### src/rtl/i2c_scl_pkg.sv
package i2c_scl_pkg;
  localparam int unsigned FIELD_W_DEF = 8;
  localparam int unsigned HI_MIN_DEF  = 2;
  localparam int unsigned LO_MIN_DEF  = 4;

  typedef enum logic [1:0] {
    PH_IDLE = 2'd0,
    PH_LOW  = 2'd1,
    PH_HIGH = 2'd2
  } scl_phase_e;
endpackage

### src/rtl/i2c_scl_floor.sv
// Raises a phase count to a minimum value.
module i2c_scl_floor #(
  parameter int unsigned W   = 8,
  parameter int unsigned MIN = 2
) (
  input  logic [W-1:0] raw_i,
  output logic [W-1:0] eff_o
);
  localparam logic [W-1:0] FLOOR = W'(MIN);

  always_comb begin
    eff_o = (raw_i < FLOOR) ? FLOOR : raw_i;
  end
endmodule

### src/rtl/i2c_scl_phase_cnt.sv
// Down counter: loaded at a phase start, counts to zero, held at zero on clear.
module i2c_scl_phase_cnt #(
  parameter int unsigned W = 8
) (
  input  logic         clk_i,
  input  logic         rst_ni,
  input  logic         clear_i,
  input  logic         load_i,
  input  logic [W-1:0] load_val_i,
  output logic         zero_o
);
  logic [W-1:0] cnt_q;

  always_ff @(posedge clk_i) begin
    if (!rst_ni || clear_i) begin
      cnt_q <= '0;
    end else if (load_i) begin
      cnt_q <= load_val_i;
    end else if (cnt_q != '0) begin
      cnt_q <= cnt_q - 1'b1;
    end
  end

  assign zero_o = (cnt_q == '0);
endmodule

### src/rtl/i2c_scl_pacer.sv
module i2c_scl_pacer
  import i2c_scl_pkg::*;
#(
  parameter int unsigned FIELD_W = FIELD_W_DEF,
  parameter int unsigned HI_MIN  = HI_MIN_DEF,
  parameter int unsigned LO_MIN  = LO_MIN_DEF
) (
  input  logic                 clk_i,
  input  logic                 rst_ni,
  input  logic                 en_i,
  input  logic [2*FIELD_W-1:0] timing_i,
  output logic                 scl_o,
  output logic                 scl_rise_o,
  output logic                 scl_fall_o,
  output logic                 bit_done_o
);
  localparam int unsigned WORD_W = 2 * FIELD_W;

  logic [FIELD_W-1:0] hi_raw, lo_raw, hi_eff, lo_eff, load_val;
  logic               cnt_zero, cnt_load, cnt_clear;

  scl_phase_e phase_q, phase_d;
  logic scl_q, scl_d, rise_q, rise_d, fall_q, fall_d, done_q, done_d;

  assign hi_raw = timing_i[WORD_W-1:FIELD_W];
  assign lo_raw = timing_i[FIELD_W-1:0];

  i2c_scl_floor #(.W(FIELD_W), .MIN(HI_MIN)) hi_floor_i (
    .raw_i(hi_raw), .eff_o(hi_eff)
  );
  i2c_scl_floor #(.W(FIELD_W), .MIN(LO_MIN)) lo_floor_i (
    .raw_i(lo_raw), .eff_o(lo_eff)
  );

  // A low phase is followed by high; idle and high are followed by low.
  assign load_val = (phase_q == PH_LOW) ? hi_eff : lo_eff;

  i2c_scl_phase_cnt #(.W(FIELD_W)) cnt_i (
    .clk_i(clk_i), .rst_ni(rst_ni), .clear_i(cnt_clear),
    .load_i(cnt_load), .load_val_i(load_val), .zero_o(cnt_zero)
  );

  always_comb begin
    phase_d   = phase_q;
    scl_d     = scl_q;
    rise_d    = 1'b0;
    fall_d    = 1'b0;
    done_d    = 1'b0;
    cnt_load  = 1'b0;
    cnt_clear = 1'b0;
    if (!en_i) begin
      phase_d   = PH_IDLE;
      cnt_clear = 1'b1;
      scl_d     = 1'b1;
      rise_d    = !scl_q;
    end else begin
      unique case (phase_q)
        PH_IDLE: begin
          phase_d  = PH_LOW;
          cnt_load = 1'b1;
          scl_d    = 1'b0;
          fall_d   = 1'b1;
        end
        PH_LOW: begin
          if (cnt_zero) begin
            phase_d  = PH_HIGH;
            cnt_load = 1'b1;
            scl_d    = 1'b1;
            rise_d   = 1'b1;
            done_d   = 1'b1;
          end
        end
        PH_HIGH: begin
          if (cnt_zero) begin
            phase_d  = PH_LOW;
            cnt_load = 1'b1;
            scl_d    = 1'b0;
            fall_d   = 1'b1;
          end
        end
        default: begin
          phase_d   = PH_IDLE;
          cnt_clear = 1'b1;
          scl_d     = 1'b1;
        end
      endcase
    end
  end

  always_ff @(posedge clk_i) begin
    if (!rst_ni) begin
      phase_q <= PH_IDLE;
      scl_q   <= 1'b1;
      rise_q  <= 1'b0;
      fall_q  <= 1'b0;
      done_q  <= 1'b0;
    end else begin
      phase_q <= phase_d;
      scl_q   <= scl_d;
      rise_q  <= rise_d;
      fall_q  <= fall_d;
      done_q  <= done_d;
    end
  end

  assign scl_o      = scl_q;
  assign scl_rise_o = rise_q;
  assign scl_fall_o = fall_q;
  assign bit_done_o = done_q;
endmodule

### config.mk
export PLATFORM = sky130hd
export DESIGN_NAME = i2c_scl_pacer
export DESIGN_NICKNAME = d
export VERILOG_FILES = /design/src/rtl/i2c_scl_pkg.sv /design/src/rtl/i2c_scl_floor.sv /design/src/rtl/i2c_scl_phase_cnt.sv /design/src/rtl/i2c_scl_pacer.sv
export SDC_FILE = /design/constraint.sdc
export NUM_CORES = 1
export LEC_CHECK = 0
export CAP_MARGIN = 20
export CORE_UTILIZATION = 41
export CTS_CLUSTER_SIZE = 12
export DETAILED_ROUTE_END_ITERATION = 10
export GPL_TIMING_DRIVEN = 0
export PLACE_DENSITY = 0.76
export SLEW_MARGIN = 20
export SYNTH_ARGS = -nofsm -noshare
export SYNTH_HDL_FRONTEND = slang
export SYNTH_SLANG_ARGS = --single-unit
### constraint.sdc
create_clock -name clk_i -period 4.75 [get_ports clk_i]
set_clock_uncertainty 0.05 [all_clocks]
set_input_delay 0.95 -clock clk_i [delete_from_list [all_inputs] [get_ports clk_i]]
set_output_delay 0.95 -clock clk_i [all_outputs]
set_load 0.1 [all_outputs]
---- Word-level counts from Yosys, hierarchy flattened ----
Cells that the tools add are included.
operators by class
  $add $sub $neg .......................... 1
  order comparisons ....................... 2
  eq/ne operators ......................... 4
  mux-type cells .......................... 19
  reductions and logical operators ........ 11
operators with widths
  kind                                                                  count
  8-bit 2-to-1 mux                                                      5
  8-bit zero test                                                       1
  8-bit by 2-bit < comparator with 1-bit output, second input constant  1
  8-bit by 3-bit < comparator with 1-bit output, second input constant  1
  1-bit 2-to-1 mux                                                      8
  8-bit nonzero test                                                    1
  8-bit by 1-bit subtractor with 8-bit output, second input constant    1
  2-bit one-hot mux with 3 select lines                                 1
  2-bit 2-to-1 mux                                                      2
  2-bit by 1-bit != test with 1-bit output, second input constant       2
  1-bit one-hot mux with 2 select lines                                 2
  2-bit AND reduction                                                   2
  1-bit one-hot mux with 3 select lines                                 1
  3-bit OR reduction                                                    1
  2-bit by 1-bit == test with 1-bit output, second input constant       1
  2-bit == test, second input constant                                  1
  1-bit zero test                                                       2
  2-bit zero test                                                       1
  2-bit nonzero test                                                    1
  2-bit OR reduction                                                    1
  1-bit logical OR                                                      1
word-level totals
  flip-flop bits (word level) ............. 14

---- Logic depth before layout (Yosys ltp) ----
  word-level depth ........................ 5
  mapped depth ............................ 8

---- By module ----
A second synthesis with hierarchy kept.
second synthesis, totals
  cell total of the unflattened synthesis .. 119
  area total of the unflattened synthesis .. 978.4 um^2
modules (own cells, without submodules)
  module                       instances  cells an instance  area an instance (um^2)  seq. area each (um^2)
  i2c_scl_phase_cnt            1          55                 449.2                    160.2
  i2c_scl_pacer                1          43                 412.9                    120.1
  i2c_scl_floor at hi_floor_i  1          11                 58.8                     0.0
  i2c_scl_floor at lo_floor_i  1          10                 57.6                     0.0

---- Worst setup path after synthesis ----
OpenSTA, ideal clock, no wires.
  kind .................................... input-to-reg
  start point ............................. input en_i
  end point ............................... register cnt_i.cnt_q[4]
  setup time .............................. 86 ps
  arrival time ............................ 1976 ps
  setup slack ............................. 2639 ps
  cell stages on the path ................. 6
  path buffers ............................ 2
  cells stage by stage .................... and3b_1 -> buf_2 -> a41oi_1 -> buf_2 -> a211oi_1 -> a211oi_1
on the way
  word-level cells in the longest chain between the ends .. 2
  elaborated cells between the ends (all ways) .. 5
RTL lines
  item                                      RTL line                 source
  start: declaration                        i2c_scl_pacer.sv:10      input logic en_i,
  1-bit 2-to-1 mux                          i2c_scl_pacer.sv:51      if (!en_i) begin
  8-bit 2-to-1 mux (tied with other cells)  i2c_scl_phase_cnt.sv:17  end else if (load_i) begin
  end signal: assignment                    i2c_scl_phase_cnt.sv:18  cnt_q <= load_val_i;
  end signal: assignment                    i2c_scl_phase_cnt.sv:20  cnt_q <= cnt_q - 1'b1;
  end: declaration                          i2c_scl_phase_cnt.sv:12  logic [W-1:0] cnt_q;
Parallel ways exist; a longest one is shown, timed or not.
A chain may end at the register's enable or synchronous reset.

---- Worst setup path in the final report ----
  start point ............................. register scl_q, in the netlist scl_o
  end point ............................... output scl_o
RTL lines
  item                      RTL line             source
  start: declaration        i2c_scl_pacer.sv:23  logic scl_q, scl_d, rise_q, rise_d, fall_q, fall_d, done_q, done_d;
  start signal: assignment  i2c_scl_pacer.sv:99  scl_q <= scl_d;
  end: declaration          i2c_scl_pacer.sv:12  output logic scl_o,
No word-level cell between the ends.

==> metrics.md <==
| Metric | Value |
|---|---|
| Max H-tree Level | 1 |
| Layout net count | 168 |
| Initial cell density of the core | 0.4355 |
| I/O pin count | 23 |
| Synth Instances | 115 |
| Setup-failing EPs final | 0 |
| Port Buf Inserts | 22 |
| Pwr Density | 319.6 mW/mm² |
| Pleak | ~0.0005 µW |
| Via count | 1,001 |
| Grt ovf | 0 |
| Top cell type's share of synthesized area | 0.2909 |
| Largest net degree at the start of global routing | 11 |
| CTS root buf | clkbuf_4 |
| Vias in the first global route | ~990 |
| Hpwl dp | 1816 µm |
| Tightest Hold Check Type | reg2reg |
| Final min period | 2749 ps |
| Placer Congestion | 0.8161 |
| Crit-path max FO | 2 |
| Final WL | 2230 µm |
| Global-route wire length before repair | 3767 µm |
| Area contributors post-synth | dfxtp_1 29%, ha_1 9.1%, a211oi_1 7.0%, a21oi_1 4.2%, mux2i_1 4.2% |
| Critical Path End Type | output port |
| Layout fillers | 218 |
| Final Slew Violations | 0 |
| # clock sinks | 14 |
| Overall global routing resource usage | 0.1962 |
| Sequential share of the synthesized area | 0.2909 |
| Total power | 401.1 µW |
| CTS clk-pin slew, worst paths | 90 ps |
| Syn nets | 141 |
| Critical path's slowest cell | clkdlybuf4s50_1 |
| WP data required | between 3000 and 4000 ps |
| Hold Fails Final Rpt | 0 |
| Synth cell count leaders | 14 x dfxtp_1, 9 x a211oi_1, 9 x nor2_1 |
| # rows | 17 |
| Cell chain of the critical path | clkdlybuf4s50_1 |
| F_max | 363.8 MHz |
| CTS tree | built |
| Drt initial violations | 16 |
| CTS hold repair buffers | 0 |
| Mapped Area | 963.4 µm² |
| Clock latency at the later pin of the worst-skew pair | 290 ps |
| VDD IR-drop max | about 0.00015 V |
| Slew headroom | 0.3529 |
| Distinct cells, synth | 34 |
| Type of the worst setup path | reg2out |
| Antenna-violating nets left | 0 |
| CTS resizes | 0 |
| RSZ-0062 raised after global routing | no |
| Setup TNS | 0 ps |
| Fraction of layout cells with a size suffix above 1 | 0.09929 |
| Die H | 50.48 µm |
| Yosys reg bits | 14 |
| Worst Setup Start Kind | register |
| Post-CTS Setup Repair Bufs | 0 |
| YS warnings | 0 |
| # DRC | 0 |
| DR WL/cell | ~13 µm |
| Critical Path AT | 1750 ps |
| Via-to-Cell Ratio | 5.923 |
| Number of diodes | 0 |
| WP buf/inv | 1 |
| Crit path largest cell delay | 1130 ps |
| Tcrit/Tclk final | 0.5787 |
| Die W | 50.48 µm |
| CTS Buf Count | 3 |
| Ys async rst share | 0 |
| Outcome | complete, no violations |
| Most common cell in the synthesized netlist | dfxtp_1 |
| Primary FF master, synth | dfxtp_1 |
| Mapped Avg Cell Area | 8.378 µm² |
| Max Cap Violations | 0 |
| CP top delay family | buffers and inverters |
| Dominant cell type by area after synthesis | dfxtp_1 |
| Post-synth EDFFs | 0 |
| Core Box Area | 0.002212 mm² |
| Maximum root-to-sink buffer count | 2 |
| Antenna violations before repair | 0 |
| Worst-Margin Slew | 967.6 ps |
| Initial DRT Pass Iterations | 6 |
| P&R area growth vs syn | 30.26% |
| Area of the die | 0.002548 mm² |
-- final timing paths --
check / start / to / slack (ps) / depth (start not counted)
max: scl_o$_SDFFE_PN1P_ / scl_o / 2000 / 1
min: scl_o$_SDFFE_PN1P_ / scl_o$_SDFFE_PN1P_ / 450 / 2
max reg2reg: cnt_i.cnt_q[0]$_SDFFE_PP0P_ / cnt_i.cnt_q[4]$_SDFFE_PP0P_ / 2470 / 7
min reg2reg: scl_o$_SDFFE_PN1P_ / scl_o$_SDFFE_PN1P_ / 450 / 2
-- cells by family after synthesis --
logic type | Yosys count | synth area share
AND/OR/NAND/NOR | 37 | 0.2247
flip-flops | 14 | 0.2909
multiplexers | 5 | 0.05325
AO/OA/AOI/OAI | 39 | 0.2766
adder cells (fa/ha/maj) | 7 | 0.09090
XOR/XNOR | 2 | 0.01819
buffers and inverters | 11 | 0.04545
-- layout by cell type, fill, tap and decap left out --
cell             instances
nor4_1                   2
a21oi_1                  8
or4_4                    1
or3b_2                   2
inv_1                    8
ha_1                     7
xor2_1                   1
o22ai_1                  1
o211ai_1                 1
a41oi_1                  2
and3b_1                  1
o21ai_0                  8
clkbuf_4                 3
clkbuf_1                 1
nor4_4                   1
a221oi_1                 2
nor3b_1                  1
a211oi_1                 9
nand2_1                  6
o21a_1                   3
clkbuf_8                 1
nor2_2                   1
nor2_1                   9
mux2i_1                  4
a21bo_2                  1
o211a_1                  2
or4_1                    2
or2_2                    1
nor2b_1                  3
a311oi_1                 2
clkdlybuf4s50_1         22
xnor2_1                  1
mux2_2                   1
dfxtp_1                 14
nand3_1                  1
buf_2                    2
nor3_1                   6
-- routing by layer --
metal	vias up	part of all wire	track usage	wire length, µm
li1	487	-	-	-
met1	459	0.44	0.2214	976
met2	47	0.48	0.3289	1060
met3	8	0.053	0.03030	118
met4	0	0.033	0.1481	74
met5	-	0	0	0
-- flip-flops by register name, summed over array words and instances, names as in the netlist --
signal,count
bit_done_o,1
cnt_i.cnt_q,8
phase_q,2
scl_fall_o,1
scl_o,1
scl_rise_o,1
-- layout make-up --
class	count	area [µm²]	area share
clock buffers	4	36.28	0.02891
plain buffers	3	13.76	0.01097
flip-flops and latches	14	280.3	0.2233
multi-input cells	90	639.4	0.5095
repair buffers	22	220.2	0.1755
well taps	28	35.03	0.02792
inverters	8	30.03	0.02393
-- stage by stage --
| step | worst slack [ps] | hold WS (ps) | utilization | cells | cell area [µm²] |
|---|---|---|---|---|---|
| 2_1_floorplan | 2639 | 435.2 | - | 115 | 963.4 |
| 3_3_place_gp | 1919 | 435.2 | 0.5509 | 165 | 1219 |
| 3_5_place_dp | 1881 | 439.8 | 0.5509 | 165 | 1219 |
| 4_1_cts | 1998 | 455.6 | 0.5673 | 169 | 1255 |
| 5_1_grt | 1967 | 478.3 | 0.5673 | 169 | 1255 |
| 6_report | 2001 | 447.9 | 0.5673 | 169 | 1255 |
-- report_power, final --
part | internal, µW | switching, µW
clock network | 46.7 | 41.8
registers | 128 | 13.8
logic | 74.0 | 96.5
Power figures use the tool's default switching activity.
